$ cat src/rtl/flash_status_guard.sv
module flash_status_guard #(
  parameter int ADDR_W    = 20,
  parameter int BLK_SHIFT = 16
) (
  input  logic              clk,
  input  logic              rst_n,
  input  logic              cmd_wren,
  input  logic              cmd_wrdi,
  input  logic              cmd_rdsr,
  input  logic              cmd_wrsr,
  input  logic              cmd_prog,
  input  logic              cmd_se,
  input  logic              cmd_be,
  input  logic              cmd_ce,
  input  logic [ADDR_W-1:0] cmd_addr,
  input  logic [7:0]        wrsr_data,
  input  logic              wp_n,
  input  logic              op_done,
  output logic [7:0]        status_q,
  output logic              quad_mode,
  output logic              cmd_ok,
  output logic              cmd_ignored,
  output logic              rd_valid,
  output logic [7:0]        rd_data
);
  localparam int BLKW = ADDR_W - BLK_SHIFT;
  localparam int NBLK = 1 << BLKW;
  localparam logic [BLKW:0] NBLK_V = (BLKW+1)'(NBLK);

  logic       srwd, qe, wel, wip;
  logic [3:0] bp;

  assign status_q  = {srwd, qe, bp, wel, wip};
  assign quad_mode = qe;

  logic unused_bits;
  assign unused_bits = ^{cmd_addr[BLK_SHIFT-1:0], wrsr_data[1:0]};

  logic sr_locked;
  assign sr_locked = srwd & ~wp_n & ~qe;

  logic [BLKW:0] prot_cnt;
  logic [BLKW:0] blk_idx;
  logic          prot_hit;
  assign blk_idx = {1'b0, cmd_addr[ADDR_W-1:BLK_SHIFT]};

  always_comb begin
    prot_cnt = '0;
    if (bp != 4'd0) begin
      if (bp == 4'hF || int'(bp) > BLKW + 1) prot_cnt = NBLK_V;
      else prot_cnt = (BLKW+1)'(1) << (bp - 4'd1);
      if (prot_cnt > NBLK_V) prot_cnt = NBLK_V;
    end
  end

  assign prot_hit = (prot_cnt != '0) && (blk_idx >= NBLK_V - prot_cnt);

  logic ok_now, bad_now, start_op, wel_set, wel_clr, ld_sr;

  always_comb begin
    ok_now = 1'b0; bad_now = 1'b0; start_op = 1'b0;
    wel_set = 1'b0; wel_clr = 1'b0; ld_sr = 1'b0;
    if (cmd_wren) begin
      if (wip) bad_now = 1'b1;
      else begin ok_now = 1'b1; wel_set = 1'b1; end
    end else if (cmd_wrdi) begin
      if (wip) bad_now = 1'b1;
      else begin ok_now = 1'b1; wel_clr = 1'b1; end
    end else if (cmd_wrsr) begin
      if (wip || !wel || sr_locked) bad_now = 1'b1;
      else begin ok_now = 1'b1; start_op = 1'b1; ld_sr = 1'b1; end
    end else if (cmd_prog || cmd_se || cmd_be) begin
      if (wip || !wel || prot_hit) bad_now = 1'b1;
      else begin ok_now = 1'b1; start_op = 1'b1; end
    end else if (cmd_ce) begin
      if (wip || !wel || bp != 4'd0) bad_now = 1'b1;
      else begin ok_now = 1'b1; start_op = 1'b1; end
    end
  end

  always_ff @(posedge clk or negedge rst_n) begin
    if (!rst_n) begin
      srwd <= 1'b0; qe <= 1'b0; bp <= '0; wel <= 1'b0; wip <= 1'b0;
      cmd_ok <= 1'b0; cmd_ignored <= 1'b0; rd_valid <= 1'b0; rd_data <= '0;
    end else begin
      cmd_ok      <= ok_now;
      cmd_ignored <= bad_now;
      rd_valid    <= cmd_rdsr;
      if (cmd_rdsr) rd_data <= status_q;
      if (op_done && wip) begin
        wip <= 1'b0;
        wel <= 1'b0;
      end
      if (wel_set) wel <= 1'b1;
      if (wel_clr) wel <= 1'b0;
      if (start_op) wip <= 1'b1;
      if (ld_sr) {srwd, qe, bp} <= wrsr_data[7:2];
    end
  end

  AST_BUSY_FROM_ACCEPT: assert property (@(posedge clk) disable iff (!rst_n)
    $rose(status_q[0]) |-> cmd_ok);
  AST_IGNORE_KEEPS_STATE: assert property (@(posedge clk) disable iff (!rst_n)
    (cmd_ignored && !$past(op_done)) |-> $stable(status_q));
  AST_DONE_CLEARS: assert property (@(posedge clk) disable iff (!rst_n)
    (op_done && status_q[0]) |=> (status_q[1:0] == 2'b00));
  AST_PIN_LOCK: assert property (@(posedge clk) disable iff (!rst_n)
    (cmd_wrsr && status_q[7] && !wp_n && !status_q[6]) |=> !cmd_ok);
  AST_CHIP_ERASE_GUARD: assert property (@(posedge clk) disable iff (!rst_n)
    (cmd_ce && status_q[5:2] != 4'd0) |=> !cmd_ok);
  AST_BUSY_BLOCKS: assert property (@(posedge clk) disable iff (!rst_n)
    (status_q[0] && (cmd_wren || cmd_wrdi || cmd_wrsr || cmd_prog || cmd_se || cmd_be || cmd_ce)) |=> cmd_ignored);
  AST_READ_LIVE: assert property (@(posedge clk) disable iff (!rst_n)
    cmd_rdsr |=> (rd_valid && rd_data == $past(status_q)));
  AST_ONE_RESPONSE: assert property (@(posedge clk) disable iff (!rst_n)
    !(cmd_ok && cmd_ignored));
endmodule

$ cat config.mk
export PLATFORM = sky130hd
export DESIGN_NAME = flash_status_guard
export DESIGN_NICKNAME = d
export VERILOG_FILES = /design/src/rtl/flash_status_guard.sv
export SDC_FILE = /design/constraint.sdc
export NUM_CORES = 1
export LEC_CHECK = 0
export BUFFER_PORTS_ARGS = -buffer_cell sky130_fd_sc_hd__buf_2
export CAP_MARGIN = 20
export CORE_MARGIN = 4
export CORE_UTILIZATION = 39
export CTS_CLUSTER_DIAMETER = 200
export DETAILED_ROUTE_END_ITERATION = 7
export GPL_TIMING_DRIVEN = 0
export HOLD_SLACK_MARGIN = 0.03
export PLACE_DENSITY = 0.75
export SLEW_MARGIN = 25
export SYNTH_ARGS = -nofsm -noshare
export SYNTH_HDL_FRONTEND = slang
export SYNTH_SLANG_ARGS = --single-unit
export TNS_END_PERCENT = 20
$ cat constraint.sdc
create_clock -name clk -period 2.9 [get_ports clk]
set_clock_uncertainty 0.2 [all_clocks]
set_input_delay 0.145 -clock clk [delete_from_list [all_inputs] [get_ports clk]]
set_output_delay 0.145 -clock clk [all_outputs]
set_load 0.01 [all_outputs]
## Yosys cells after proc, flatten, opt, wreduce, memory -nomap -nowiden

Cells that the tools add are included.
Widths: inputs -> output; s select.

- Register bits: 19
- Bits of input ports: 40
- Output and inout bits: 20

- Add/subtract/negate cells: 2
- Order comparisons: 3
- Eq/ne operators: 1
- Shifts and indexed selects: 1
- Multiplexer cells: 34
- Bitwise logic cells: 4
- Reductions and logical operators: 14

Operators with widths:

| operator | count |
|---|---|
| $mux 1 | 30 |
| $mux 5 | 4 |
| $logic_or 1x1->1 | 7 |
| $ge 4x5->1 | 1 |
| $gt 5x5->1 const B | 1 |
| $reduce_bool 5->1 | 1 |
| $shl 1x4->5 const A | 1 |
| $sub 5x5->5 const A | 1 |
| $eq 4x4->1 const B | 1 |
| $gt 4x3->1 const B | 1 |
| $reduce_bool 4->1 | 1 |
| $sub 4x1->4 const B | 1 |
| $reduce_bool 3->1 | 1 |
| $and 1x1->1 | 2 |
| $logic_and 1x1->1 | 2 |
| $not 1->1 | 2 |
| $reduce_bool 2->1 | 1 |
| $logic_not 1->1 | 1 |

## Longest topological paths before layout

- Depth in word-level cells: 17
- Gate-level depth with buffers: 13
- Mapped depth without buffers: 13

## Worst setup path before layout

No wires, ideal clock.

- Kind: register to register
- Start: reg bp[0]
- End: reg cmd_ok
- Library setup time: 0.140 ns
- Arrival time: 2.482 ns
- Required time: 2.560 ns
- Path slack: 0.078 ns
- Stages on the path, launching flop included: 13
- Path buffers: 0
- Clock period less this slack: 2.822 ns
- Cells stage by stage: dfrtp_1 > nor2_1 > ha_1 > nor3_1 > inv_1 > ha_1 > xnor2_1 > ha_1 > nor2_1 > nor3b_1 > a31oi_1 > o311ai_1 > o21ai_0

- Cells in the longest elaborated chain, start to end: 16

RTL lines:

| item | RTL line | source |
|---|---|---|
| start, declared | 31 | `logic [3:0] bp;` |
| start signal, assigned | 97 | `if (ld_sr) {srwd, qe, bp} <= wrsr_data[7:2];` |
| $sub 4x1->4, or another cell as far along | 51 | `else prot_cnt = (BLKW+1)'(1) << (bp - 4'd1);` |
| $shl 1x4->5 / $logic_or 1x1->1 (equally long branches) | 51, 50 |  |
| $mux 5 | 50 | `if (bp == 4'hF \|\| int'(bp) > BLKW + 1) prot_cnt = NBLK_V;` |
| $mux 5 | 49 | `if (bp != 4'd0) begin` |
| $gt 5x5->1 | 52 | `if (prot_cnt > NBLK_V) prot_cnt = NBLK_V;` |
| $mux 5 | 52 |  |
| $mux 5 | 49 |  |
| $sub 5x5->5 | 56 | `assign prot_hit = (prot_cnt != '0) && (blk_idx >= NBLK_V - prot_cnt);` |
| $ge 4x5->1 | 56 |  |
| $logic_and 1x1->1 | 56 |  |
| $logic_or 1x1->1 | 73 | `if (wip \|\| !wel \|\| prot_hit) bad_now = 1'b1;` |
| $mux 1 | 73 |  |
| $mux 1 * | 72 | `end else if (cmd_prog \|\| cmd_se \|\| cmd_be) begin` |
| $mux 1 * | 69 | `end else if (cmd_wrsr) begin` |
| $mux 1 * | 66 | `end else if (cmd_wrdi) begin` |
| $mux 1 * | 63 | `if (cmd_wren) begin` |
| named net ok_now | 58 | `logic ok_now, bad_now, start_op, wel_set, wel_clr, ld_sr;` |
| end signal, assigned | 86 | `cmd_ok <= ok_now;` |
| end, declared | 21 | `output logic cmd_ok,` |

Mark *: on every way through the listed nets, which the timed path passes. The rest lies on a longest branch. The select of a mux whose other input is x is not followed.
A chain may end at the register's enable or synchronous reset.

## Final worst setup path

- Start: reg bp[0]
- End: reg wip

- Cells in the longest elaborated chain, start to end: 17

RTL lines:

| item | RTL line | source |
|---|---|---|
| $sub 4x1->4, or another cell as far along | 51 |  |
| $shl 1x4->5 / $logic_or 1x1->1 (equally long branches) | 51, 50 |  |
| $mux 5 | 50 |  |
| $mux 5 | 49 |  |
| $gt 5x5->1 | 52 |  |
| $mux 5 | 52 |  |
| $mux 5 | 49 |  |
| $sub 5x5->5 | 56 |  |
| $ge 4x5->1 | 56 |  |
| $logic_and 1x1->1 | 56 |  |
| $logic_or 1x1->1 | 73 |  |
| $mux 1 | 73 |  |
| $mux 1 * | 72 |  |
| $mux 1 * | 69 |  |
| $mux 1 * | 66 |  |
| $mux 1 * | 63 |  |
| $mux 1 / $reduce_bool 2->1 (equally long branches) | - |  |
| end signal, assigned | 83 | `srwd <= 1'b0; qe <= 1'b0; bp <= '0; wel <= 1'b0; wip <= 1'b0;` |
| end signal, assigned | 91 | `wip <= 1'b0;` |
| end signal, assigned | 96 | `if (start_op) wip <= 1'b1;` |
| end, declared | 30 | `logic srwd, qe, wel, wip;` |

Every way passes the cells marked *; elsewhere a longest branch is shown, timed or not. The select of a mux whose other input is x is not followed.

==> summary.md <==
| Metric | Value |
|---|---|
| Final ANT Viol Nets | 0 |
| Int Power | 841 uW |
| Max Freq | 361 MHz |
| Netlist cell types | 30 |
| Post-synthesis adder-cell area fraction | 0.0840 |
| Pre-CTS setup slack | -0.178 ns |
| Status | complete, no violations |
| Crit start category | flip-flop |
| Antenna diodes | 0 |
| Cell Area, Synth | 0.00104 sq mm |
| Commonest non-fill, non-tap cell in the layout | buf_2 |
| Max-slew headroom | 0.641 |
| Post-synthesis compound-gate area fraction | 0.103 |
| LEAKAGE | 0.725 nW |
| P&R area growth vs syn | 44.9% |
| Crit path from | bp[0]$_DFFE_PN0P_ |
| CP required | 2.86 ns |
| Critical path class | reg -> reg |
| Hold Slack | 0.100 ns |
| Max-Cap Viols | 0 |
| Starting Density | 0.413 |
| Combinational share of power | 0.567 |
| Number of port buffers | 41 |
| Final instance area | 0.00151 sq mm |
| Tcrit/Tclk final | 0.956 |
| Synth area leaders | dfrtp_1 46%, mux2_2 8.6%, ha_1 8.4%, mux2_1 6.5%, nand2b_1 3.0% |
| Yosys top cell area share | 0.456 |
| Largest net degree at the start of global routing | 20 |
| Worst-case hold path end point | cmd_ignored$_DFF_PN0_ |
| Hpwl dp | 1.72 mm |
| Sinks on Clock Net | 19 |
| Worst r2r src | bp[0]$_DFFE_PN0P_ |
| CTS HTree Levels | 1 |
| Worst setup margin | 0.129 ns |
| TritonRoute pass-1 iters | 4 |
| Crit path max fanout | 4 |
| Routability Congestion | 0.693 |
| Ratio of cells with drive above 1 in the final layout | 0.418 |
| Peak supply drop | 0.626 mV |
| Hold depth | 4 |
| Simple-Gate Fraction of Synth Area | 0.139 |
| Largest family of logic cells by synthesized area | multiplexers |
| Fin crit period | 2.77 ns |
| Tot Pwr | 1.38 mW |
| Syn avg cell area | 10.9 sq um |
| Clock tree buffer depth | 2 |
| Finished Core Util | 0.599 |
| Initial antenna violation count | 0 |
| Final Hold Vio Count | 0 |
| GRT Resource Usage Total | 0.153 |
| Routed len/inst | 12.9 um |
| Initial DRC count | 11 |
| Seq. cell area | 477 sq um |
| Die width | 59.7 um |
| Multiplexer area fraction after synthesis | 0.151 |
| Final net count | 206 |
| Cell Count, Final, Fillers Out | 188 |
| Most frequent cells in the layout | 41 x buf_2, 18 x dfrtp_1, 14 x dlygate4sd3_1, 8 x mux2_2 |
| Mapped Cells | 96 |
| Grt ovf | 0 |
| Worst r2r path cells | 12 |
| Fillers | 230 |
| FP Rows | 18 |
| Hold/Removal Path Class | in -> reg |
| XOR/XNOR Fraction of Synth Area | 0.00840 |
| Setup TNS | 0 ns |
| Clk pwr share | 0.092 |
| CTS buffer count | 3 |
| Ys Warns | 0 |
| Worst R2R End | wip$_DFFE_PN0P_ |
| Die area | 0.00356 sq mm |
| Slew @ Worst Pin | 0.537 ns |
| Worst skew pair latency | 0.28 ns |
| Clock root buffer | clkbuf_4 |
| Critical Path End Type | flip-flop |
| Reg clk slew, reported paths | 0.10 ns |
| Switching share of power | 0.389 |
| Synth Register Bits | 19 |
| Vias in the first global route | 970 |
| DRC errors left | 0 |
| Count of pins over their slew limit | 0 |
| Sequential share of power | 0.341 |
| Worst hold path startpoint | cmd_ce |
| Vias per cell | 4.87 |
| I/O pin cnt | 60 |
| First-pass GRT wire length | 4.15 mm |
| Psw | 535 uW |
| Placed Area | 0.00128 sq mm |
| Die H | 59.7 um |
| Placed cells | 167 |
| CTS tree | yes |
| Area leader, netlist | dfrtp_1 |
| Pwr dens | 911 mW/mm^2 |
| Core box area | 0.00252 sq mm |
| R2r setup slk | 0.13 ns |
| Area occupied by multi-input gates | 542 sq um |
| Crit path DAT | 2.73 ns |
| DRT Wirelength | 2.42 mm |
| Seq/Total Area, Yosys | 0.456 |
| Via Count | 915 |
| Final setup vio count | 0 |
| Mapped Nets | 143 |
==> logic make-up (layout without fill, tap and decap cells) <==
logic type | after synthesis | in the layout
compound gates | 17 | 17
xor+xnor | 1 | 1
fa+ha+maj | 7 | 7
buf+inv | 12 | 74
flops | 19 | 19
mux | 14 | 14
simple gates | 26 | 26
==> metal layers <==
| metal | global-route usage | vias to the layer above | wire (um) |
|---|---|---|---|
| met2 | 0.272 | 26 | 1280 |
| met5 | 0 | - | 0 |
| li1 | - | 464 | - |
| met3 | 0.0281 | 2 | 154 |
| met4 | 0.0475 | 0 | 8 |
| met1 | 0.185 | 423 | 971 |
==> worst max-delay path by stage <==
stage / to / slack [ns] / cells past startpoint
2_1_floorplan: cmd_ok$_DFF_PN0_ / 0.08 / 12
3_3_place_gp: cmd_ok$_DFF_PN0_ / -0.1 / 12
3_5_place_dp: cmd_ok$_DFF_PN0_ / -0.18 / 12
4_1_cts: cmd_ok$_DFF_PN0_ / 0.005 / 12
5_1_grt: wip$_DFFE_PN0P_ / -0.01 / 12
6_report: wip$_DFFE_PN0P_ / 0.13 / 12
==> synth_stat cells <==
cell / n
nand3b_1: 1
nor3b_1: 1
nor3_1: 3
nand2b_1: 5
nand3_1: 1
o311ai_1: 2
inv_1: 7
nor2_1: 3
mux2_2: 8
o21ai_0: 2
a211o_1: 1
o21a_1: 1
a21oi_1: 4
o21ai_1: 2
or3_1: 2
ha_1: 7
nor2b_1: 1
nand2_1: 6
a21o_1: 1
dfrtp_1: 19
a31oi_1: 2
nor2_4: 1
clkbuf_1: 1
mux2_1: 6
or2_1: 1
or3b_1: 1
xnor2_1: 1
o22ai_1: 1
buf_4: 4
a211oi_1: 1
==> registers in the layout, indices dropped and copies added (netlist names) <==
name         flops
rd_data          8
srwd             1
cmd_ok           1
bp               4
wip              1
cmd_ignored      1
rd_valid         1
quad_mode        1
wel              1
==> power by group through the flow <==
stage                     clock network [mW]  logic, mW  registers [mW]
after floorplan                            0      0.394           0.504
after global placement                     0      0.618           0.469
after global routing                   0.142      0.892           0.489
after CTS                              0.131      0.740           0.458
after detailed placement                   0      0.642           0.479
final                                  0.126      0.780           0.470
==> repair_timing <==
item,CTS,global route
resized for setup,3,5
setup endpoints to repair,3,3
pin swaps,2,4
hold buffers,14,0
setup buffers,3,0
hold endpoints to repair,30,0
==> final cells by class <==
class	count	area share
Tap cell	30	0.0249
Buffer	5	0.0224
Clock buffer	4	0.0174
Inverter	7	0.0174
Timing Repair Buffer	58	0.244
Multi-Input combinational cell	65	0.359
Sequential cell	19	0.316
==> critical path: stages, from the launching register on <==
cell,delay (ns)
dfrtp_2,0.44
nor2_4,0.14
ha_4,0.23
nor3_2,0.15
nand2b_1,0.08
ha_1,0.20
xnor2_1,0.14
ha_1,0.27
nor2_1,0.05
nor3b_2,0.15
a31oi_1,0.13
o311ai_1,0.35
o21ai_1,0.12
Note: power is estimated with default switching activity, not from simulation.
